**src/rtl/irq_latch_pkg.sv**
```systemverilog
package irq_latch_pkg;
  typedef enum logic {
    TRIG_EDGE  = 1'b0,
    TRIG_LEVEL = 1'b1
  } trig_mode_e;

  typedef struct packed {
    logic req;
    logic prev;
  } line_state_t;
endpackage

```
**src/rtl/irq_mode_reg.sv**
```systemverilog
module irq_mode_reg #(
  parameter int          WIDTH   = 8,
  parameter logic [WIDTH-1:0] WR_MASK = '1
) (
  input  logic             clk,
  input  logic             rst_n,
  input  logic             wr_valid_i,
  input  logic [WIDTH-1:0] wr_data_i,
  output logic [WIDTH-1:0] mode_o
);
  // Bits whose mask is zero are hard-wired to edge mode; only
  // writable bits get a flop.
  for (genvar b = 0; b < WIDTH; b++) begin : g_bit
    if (WR_MASK[b]) begin : g_rw
      logic bit_q;
      always_ff @(posedge clk) begin
        if (!rst_n)          bit_q <= 1'b0;
        else if (wr_valid_i) bit_q <= wr_data_i[b];
      end
      assign mode_o[b] = bit_q;
    end else begin : g_ro
      assign mode_o[b] = 1'b0;
    end
  end
endmodule

```
**src/rtl/irq_line_cell.sv**
```systemverilog
module irq_line_cell
  import irq_latch_pkg::*;
(
  input  logic       clk,
  input  logic       rst_n,
  input  logic       reinit_i,
  input  logic       line_i,
  input  logic       pulse_i,
  input  logic       ack_i,
  input  trig_mode_e mode_i,
  output logic       req_o
);
  line_state_t st_q, st_d;

  always_comb begin
    st_d = st_q;
    if (reinit_i) begin
      st_d = '{req: 1'b0, prev: 1'b0};
    end else if (mode_i == TRIG_LEVEL) begin
      st_d.req  = line_i | pulse_i;
      st_d.prev = line_i | pulse_i;
    end else if (pulse_i) begin
      // forced drop-then-rise: always a fresh edge
      st_d = '{req: 1'b1, prev: 1'b1};
    end else if (!line_i) begin
      st_d = '{req: 1'b0, prev: 1'b0};
    end else begin
      // a new edge beats a simultaneous acknowledge
      st_d.req  = ~st_q.prev | (st_q.req & ~ack_i);
      st_d.prev = 1'b1;
    end
  end

  always_ff @(posedge clk) begin
    if (!rst_n) st_q <= '{req: 1'b0, prev: 1'b0};
    else        st_q <= st_d;
  end

  assign req_o = st_q.req;
endmodule

```
**src/rtl/irq_req_latch.sv**
```systemverilog
module irq_req_latch
  import irq_latch_pkg::*;
#(
  parameter int                   NUM_LINES    = 8,
  parameter logic [NUM_LINES-1:0] MODE_WR_MASK = 8'hF8
) (
  input  logic                 clk,
  input  logic                 rst_n,
  input  logic                 reinit_i,
  input  logic [NUM_LINES-1:0] line_i,
  input  logic [NUM_LINES-1:0] pulse_i,
  input  logic [NUM_LINES-1:0] ack_i,
  input  logic                 mode_wr_valid_i,
  output logic                 mode_wr_ready_o,
  input  logic [NUM_LINES-1:0] mode_wr_data_i,
  output logic [NUM_LINES-1:0] req_o,
  output logic [NUM_LINES-1:0] mode_o
);
  logic [NUM_LINES-1:0] mode_q;

  assign mode_wr_ready_o = 1'b1;

  irq_mode_reg #(
    .WIDTH   (NUM_LINES),
    .WR_MASK (MODE_WR_MASK)
  ) u_mode (
    .clk        (clk),
    .rst_n      (rst_n),
    .wr_valid_i (mode_wr_valid_i),
    .wr_data_i  (mode_wr_data_i),
    .mode_o     (mode_q)
  );

  for (genvar i = 0; i < NUM_LINES; i++) begin : g_line
    irq_line_cell u_cell (
      .clk      (clk),
      .rst_n    (rst_n),
      .reinit_i (reinit_i),
      .line_i   (line_i[i]),
      .pulse_i  (pulse_i[i]),
      .ack_i    (ack_i[i]),
      .mode_i   (trig_mode_e'(mode_q[i])),
      .req_o    (req_o[i])
    );
  end

  assign mode_o = mode_q;
endmodule

```
**config.mk**
```make
export PLATFORM = sky130hd
export DESIGN_NAME = irq_req_latch
export DESIGN_NICKNAME = d
export VERILOG_FILES = /design/src/rtl/irq_latch_pkg.sv /design/src/rtl/irq_mode_reg.sv /design/src/rtl/irq_line_cell.sv /design/src/rtl/irq_req_latch.sv
export SDC_FILE = /design/constraint.sdc
export NUM_CORES = 1
export LEC_CHECK = 0
export BUFFER_PORTS_ARGS = -buffer_cell sky130_fd_sc_hd__buf_2
export CAP_MARGIN = 20
export CORE_UTILIZATION = 41
export CTS_BUF_LIST = sky130_fd_sc_hd__clkbuf_4 sky130_fd_sc_hd__clkbuf_8 sky130_fd_sc_hd__clkbuf_16
export CTS_CLUSTER_SIZE = 14
export DETAILED_ROUTE_END_ITERATION = 8
export PLACE_DENSITY = 0.77
export SYNTH_ARGS = -nofsm -noshare
export SYNTH_HDL_FRONTEND = slang
export SYNTH_HIERARCHICAL = 1
export SYNTH_SLANG_ARGS = --single-unit
```
**constraint.sdc**
```tcl
create_clock -name clk -period 0.9 [get_ports clk]
set_clock_uncertainty 0.1 [all_clocks]
set_input_delay 0.045 -clock clk [delete_from_list [all_inputs] [get_ports clk]]
set_output_delay 0.045 -clock clk [all_outputs]
set_load 0.03 [all_outputs]
```
### Yosys cells after proc, flatten, opt, wreduce, memory -nomap -nowiden

Cells that the tools add are included.

| word-level totals | value |
|---|---|
| register bits after elaboration | 21 |
| word-level logic and storage cells | 81 |

| operators by class | value |
|---|---|
| muxes and demuxes | 21 |
| bitwise logic cells | 38 |
| reductions and logical operators | 1 |

Operators by type and width:

| cell | number |
|---|---|
| two-way mux 2 bit | 21 |
| NOT 1 bit | 17 |
| OR 1 bit | 13 |
| AND 1 bit | 8 |
| OR reduction 2 bit | 1 |

### Depth between registers and ports, before layout

Gate-level depths: netlist of the first run.

| depth | value |
|---|---|
| word-level depth | 6 |
| gate-level depth with buffers | 3 |

### Cells and area by module

Netlist of the first run, hierarchy kept.

By module, submodules not included:

| module | cells an instance | area each (µm²) | sequential area each (µm²) | times used |
|---|---|---|---|---|
| irq_line_cell | 7 | 75.1 | 40.0 | 8 |
| irq_mode_reg | 25 | 256.5 | 100.1 | 1 |
| irq_req_latch | 2 | 11.3 | 0.0 | 1 |

### Worst setup path after synthesis of the first run

OpenSTA, ideal clock, no wires.

| timing | value |
|---|---|
| kind | reg-to-reg |
| start | register g_line[3].u_cell.st_q (netlist bit g_line[3].u_cell/req_o) |
| end | register g_line[3].u_cell.st_q (netlist bit g_line[3].u_cell/req_o) |
| clock period less this slack | 0.969 ns |
| setup slack | -0.069 ns |
| arrival time | 0.799 ns |
| cell stages (with the launch flop) | 4 |
| library setup time | 0.070 ns |
| cells stage by stage | dfxtp_1 > nor2b_1 > nor3_1 > a21boi_1 |

| on the way | value |
|---|---|
| word-level cells in the longest chain between the ends | 5 |

Ends and longest elaborated chain:

| item | line | RTL |
|---|---|---|
| start, declared | irq_line_cell.sv:13 | `line_state_t st_q, st_d;` |
| start signal, assigned | irq_line_cell.sv:35 | `if (!rst_n) st_q <= '{req: 1'b0, prev: 1'b0};` |
| start signal, assigned | irq_line_cell.sv:36 | `else st_q <= st_d;` |
| AND 1 bit | irq_line_cell.sv:29 | `st_d.req = ~st_q.prev \| (st_q.req & ~ack_i);` |
| OR 1 bit | irq_line_cell.sv:29 |  |
| two-way mux 2 bit | irq_line_cell.sv:25 | `end else if (!line_i) begin` |
| two-way mux 2 bit | irq_line_cell.sv:22 | `end else if (pulse_i) begin` |
| two-way mux 2 bit | irq_line_cell.sv:19 | `end else if (mode_i == TRIG_LEVEL) begin` |

Every way passes these cells.
A chain may end at the register's enable or synchronous reset.

### Final worst setup path of the first run

| timing | value |
|---|---|
| start | register u_mode.g_bit[3].g_rw.bit_q |
| end | output mode_o[3] |

RTL lines:

| item | line | RTL |
|---|---|---|
| start, declared | irq_mode_reg.sv:15 | `logic bit_q;` |
| start signal, assigned | irq_mode_reg.sv:18 | `else if (wr_valid_i) bit_q <= wr_data_i[b];` |
| end, declared | irq_req_latch.sv:17 | `output logic [NUM_LINES-1:0] mode_o` |

No word-level cell between the ends.

==> flow_metrics.tcl, run 1 <==
set metrics [dict create \
    status "finished with violations" \
    failed_checks "hold timing, setup timing" \
    grt_pass1_vias 798 \
    htreeDepth 1 \
    fin_setup_tns_ns -0.547 \
    crit_path_max_fanout 3 \
    cp_slowest_stage_delay_ns 0.37 \
    rows 16 \
    path_buf_inv 1 \
    dr.first_iter.drc_count 3 \
    power_density_nw_per_um2 1320 \
    root_buffer "clkbuf_4" \
    port_buffers 45 \
    yosysSeqAreaShare_pct 48.4 \
    fin_crit_ns 0.957 \
    clkLatencyLatePin_ns 0.31 \
    worstPathRequired_ns 0.75 \
    worstRegToRegCells 3 \
    holdCritPathClass "primary input to flip-flop" \
    cts.clk_slew.worst_paths_ns 0.13 \
    start_util_pct 43.8 \
    cp.depth 1 \
    switchingPower_uw 550 \
    ys_seq_elements 21 \
    sequentialPowerShare_pct 50.9 \
    seq_area_um2 437 \
    arrival_ns 0.81 \
    vias 820 \
    path_cells "buf_6" \
    end_kind "primary output" \
    crit_family "flip-flops" \
    clkPwrFrac_pct 24.3 \
    wl_mm 2.40 \
    first_pass_iters 2 \
    vdd_drop_max_mv 0.923 \
    synth_cell_types 10 \
    numCtsBuffers 3 \
    power.share.combinational_pct 24.8 \
    ys_top_cells_by_area "dfxtp_1, nor3b_2, nor2b_1" \
    vias_per_cell 4.66 \
    drv_cap 0 \
    num_io_pins 53 \
    switching_share_pct 27.4 \
    routabilityCongestion 0.705 \
    syn_area_um2 868 \
    synth.avg_cell_area_um2 10.5 \
    cp-start-kind "flip-flop" \
    die_x_um 48.0 \
    slowest_stage "dfxtp_2" \
    multi_input_area_um2 462 \
    rsz0062_at_grt "yes" \
    worst-setup-path-type "flip-flop to primary output" \
    drc 0 \
    drive_gt1_share_pct 60.4 \
    dieArea_um2 2310 \
    dp_hpwl_mm 1.29 \
    fin_crit_sh_pct 106 \
    n_fill_cell 125 \
    max_freq_mhz 1040 \
    yosysTopAreaCell "dfxtp_1" \
    cts_buffer_depth 2 \
    antenna_cells 0 \
    total_power_uw 2010 \
    grt_max_degree 12 \
    intPower_uw 1460 \
    antenna_found_initial 0 \
    grt_use_total_pct 21.2 \
    finalHoldViolations 6 \
    setup_ws_ns -0.0571 \
    ys_warn_count 6 \
    grt_pass1_wl_mm 3.28 \
    core_area_um2 1980 \
    die_y_um 48.0 \
    p_leak_uw 0.000691 \
    clkSinkCount 21 \
    synth_top_cell_area_share_pct 48.4 \
    whs_path_depth 3 \
    nets 186 \
    place_ws_ns 0.0123 \
    syn_inst 83 \
    routedWlPerCell_um 13.6 \
    area_delta_synth_final_pct 75.8 \
    timing.hold.ws_ns -0.0703 \
    cts_tree "yes" \
    grt_overflow_total 0 \
    slew_violations 0 \
    setup_viol 16 \
    ant_nets 0 \
]
==> cell usage after synthesis <==
master    instances
nor3b_2           8
nor3_1            8
conb_1            2
mux2i_1           5
buf_4             9
buf_6             1
dfxtp_1          21
a21boi_1          8
nor2_1            8
nor2b_1          13
==> sequential cells by signal (all words and copies together), names as in the netlist <==
name / cells
u_mode/g_bit.g_rw.bit_q: 5
g_line.u_cell/req_o: 8
g_line.u_cell/st_q: 8
==> cell type report <==
type	count	area share [%]
clock buffers	4	1.97
multi-input cells	54	30.2
flip-flops and latches	21	28.6
well taps	27	2.21
repair buffers	70	37.0
==> power by group through the flow <==
stage	Combinational (uW)	Clock, uW	Sequential (uW)
2_1_floorplan	187	0	1060
3_3_place_gp	309	0	1030
3_5_place_dp	319	0	1030
4_1_cts	445	498	1020
5_1_grt	537	529	1030
6_report	499	488	1020
==> per-stage QoR <==
stage          instance area (um2)  utilization (%)  std cells
2_1_floorplan                  886                -         85
3_3_place_gp                  1070             53.8        147
3_5_place_dp                  1070             53.8        147
4_1_cts                       1430             72.1        175
5_1_grt                       1530             77.0        176
6_report                      1530             77.0        176
==> metal layers <==
| layer | vias to the layer above | share of wire (%) | global-route usage (%) |
|---|---|---|---|
| met5 | - | 0 | 0 |
| met4 | 0 | 0.75 | 8.33 |
| met3 | 2 | 4.9 | 4.15 |
| met2 | 39 | 58 | 41.6 |
| met1 | 384 | 37 | 21.4 |
| li1 | 395 | - | - |
==> cells by family after synthesis <==
group | count (synthesis) | synth area share (%)
and+or+nand+nor | 37 | 29.0
buffers and inverters | 10 | 9.08
other | 2 | 0.865
DFF | 21 | 48.4
muxes | 5 | 5.76
AOI/OAI and AO/OA | 8 | 6.92
==> path summary, 6_finish.rpt <==
path | startpoint | end | slack, ns
max | u_mode/g_bit[3].g_rw.bit_q | mode_o[3] | -0.06
min | pulse_i[6] | g_line[6].u_cell/req_o | -0.07
max reg2reg | u_mode/g_bit[5].g_rw.bit_q | g_line[5].u_cell/req_o | -0.03
min reg2reg | g_line[0].u_cell/st_q[0] | g_line[0].u_cell/req_o | 0.30
==> repair_timing <==
action	CTS	global route
resized for setup	33	22
pin swaps	0	7
endpoints found under the setup margin	14	26
setup buffers	2	1
endpoints found under the hold margin	21	13
hold buffers	22	7
==> cells in the final DEF (no fill, tap or decap) <==
cell type / instances
a21boi_1: 2
a21boi_2: 6
buf_2: 31
buf_4: 1
buf_6: 15
clkbuf_4: 4
conb_1: 4
dfxtp_1: 8
dfxtp_2: 13
dlygate4sd3_1: 22
dlymetal6s4s_1: 1
mux2i_1: 4
mux2i_2: 1
nor2_1: 5
nor2_2: 2
nor2_4: 1
nor2b_1: 11
nor2b_2: 1
nor2b_4: 1
nor3_1: 2
nor3_2: 5
nor3_4: 1
nor3b_2: 8
Note: power is estimated with default switching activity, not from simulation.
==> inputs of run 2 (changes only) <==
==> constraint.sdc (replaced) <==
create_clock -name clk -period 0.9 [get_ports clk]
set_clock_uncertainty 0.1 [all_clocks]
set_input_delay 0.225 -clock clk [delete_from_list [all_inputs] [get_ports clk]]
set_output_delay 0.225 -clock clk [all_outputs]
set_load 0.03 [all_outputs]
==> flow_metrics.tcl, run 2 (synthesis results as in run 1) <==
set metrics [dict create \
    status "finished with violations" \
    failed_checks "setup timing" \
    antenna_cells 0 \
    whs_path_depth 3 \
    root_buffer "clkbuf_4" \
    crit_family "flip-flops" \
    grt_pass1_vias 638 \
    intPower_uw 1400 \
    gr-usage-met1_pct 17.0 \
    drv_cap 0 \
    clkLatencyLatePin_ns 0.30 \
    sequentialPowerShare_pct 53.3 \
    dp_hpwl_mm 1.23 \
    power.share.combinational_pct 21.9 \
    place_area_um2 1070 \
    drc 0 \
    grt_overflow_total 0 \
    design_area_um2 1300 \
    arrival_ns 0.80 \
    fin_crit_ns 1.12 \
    routedWlPerCell_um 11.8 \
    cts_tree "yes" \
    switching_share_pct 26.6 \
    ant_nets 0 \
    clkSinkCount 21 \
    dr.first_iter.drc_count 5 \
    holdCritPathClass "primary input to flip-flop" \
    dieArea_um2 2310 \
    rsz0062_at_grt "yes" \
    area_delta_synth_final_pct 49.7 \
    first_pass_iters 3 \
    start_util_pct 43.8 \
    core_area_um2 1980 \
    rows 16 \
    layout_common_cells "buf_2, buf_6, dfxtp_2" \
    vias 715 \
    cp.depth 1 \
    vdd_drop_max_mv 0.892 \
    grt_use_met2_pct 29.2 \
    timing.hold.ws_ns 0.0803 \
    setup_ws_ns -0.225 \
    cp-start-kind "flip-flop" \
    grt_max_degree 14 \
    path_cells "buf_6" \
    slew_violations 0 \
    grt-busiest-layer "met2" \
    crit_path_max_fanout 2 \
    fin_crit_sh_pct 125 \
    cp_slowest_stage_delay_ns 0.37 \
    die_y_um 48.0 \
    end_kind "primary output" \
    antenna_found_initial 0 \
    clkPwrFrac_pct 24.8 \
    final_common_cell "buf_2" \
    max_freq_mhz 889 \
    fin_util_pct 65.6 \
    worst-setup-path-type "flip-flop to primary output" \
    finalHoldViolations 0 \
    wl_mm 1.85 \
    power_density_nw_per_um2 1470 \
    setup_viol 16 \
    drive_gt1_share_pct 66.9 \
    port_buffers 45 \
    fin_setup_tns_ns -2.81 \
    die_x_um 48.0 \
    worstRegToRegCells 4 \
    grt_use_total_pct 16.2 \
    place_ws_ns -0.116 \
    cts.clk_slew.worst_paths_ns 0.12 \
    path_buf_inv 1 \
    htreeDepth 1 \
    cts_buffer_depth 2 \
    gr-usage-met3_pct 4.53 \
    worstPathRequired_ns 0.57 \
    grt_pass1_wl_mm 2.52 \
    switchingPower_uw 508 \
    slowest_stage "dfxtp_2" \
    routabilityCongestion 0.706 \
    postCtsHoldBufs 0 \
    num_io_pins 53 \
    nets 167 \
    vias_per_cell 4.55 \
    numCtsBuffers 3 \
    p_leak_uw 0.000598 \
]
run 2: cell count changes in the layout (fill, tap and decap cells not counted), moves of 2 or more:
cell	delta
a21boi_1	+6
nor2_1	+3
dlygate4sd3_1	-22
nor2_2	-2
a21boi_2	-6
nor2b_1	-2
buf_4	+4
run 2: per-stage QoR:
| stage | std cells | power [uW] |
|---|---|---|
| 2_1_floorplan | 85 | 1250 |
| 3_3_place_gp | 147 | 1340 |
| 3_5_place_dp | 147 | 1350 |
| 4_1_cts | 156 | 1890 |
| 5_1_grt | 157 | 2010 |
| 6_report | 157 | 1910 |
run 2: layout make-up:
| cell class | count | area [um2] |
|---|---|---|
| timing repair buffer | 51 | 355 |
| sequential | 21 | 437 |
| fill | 154 | 682 |
| clock buffer | 4 | 30.0 |
| multi-input combinational | 54 | 444 |
| tap | 27 | 33.8 |
run 2: final timing paths:
check                                                 from                          to  slack [ns]
worst max-delay path            u_mode/g_bit[6].g_rw.bit_q                   mode_o[6]       -0.22
worst min-delay path                     mode_wr_data_i[3]  u_mode/g_bit[3].g_rw.bit_q        0.08
worst max register to register  u_mode/g_bit[6].g_rw.bit_q      g_line[6].u_cell/req_o       -0.14
worst min register to register    g_line[7].u_cell/st_q[0]      g_line[7].u_cell/req_o        0.30
run 2: power groups by stage:
stage | registers, uW | logic [uW] | clock network (uW)
after floorplan | 1060 | 187 | 0
after global placement | 1030 | 309 | 0
after detailed placement | 1030 | 318 | 0
after CTS | 1020 | 389 | 490
after global routing | 1020 | 451 | 539
final | 1020 | 419 | 473
run 2: what timing repair did:
item / in CTS / in global routing
resized for setup: 36 / 11
pin swaps: 0 / 7
endpoints found under the setup margin: 14 / 22
buffers inserted: 5 / 1
run 2: layer usage:
| metal | part of all wire, % | wire (um) | vias to the layer above |
|---|---|---|---|
| li1 | - | - | 358 |
| met1 | 41 | 755 | 320 |
| met2 | 51 | 951 | 35 |
| met3 | 6.8 | 126 | 2 |
| met4 | 0.76 | 14 | 0 |
| met5 | 0 | 0 | - |
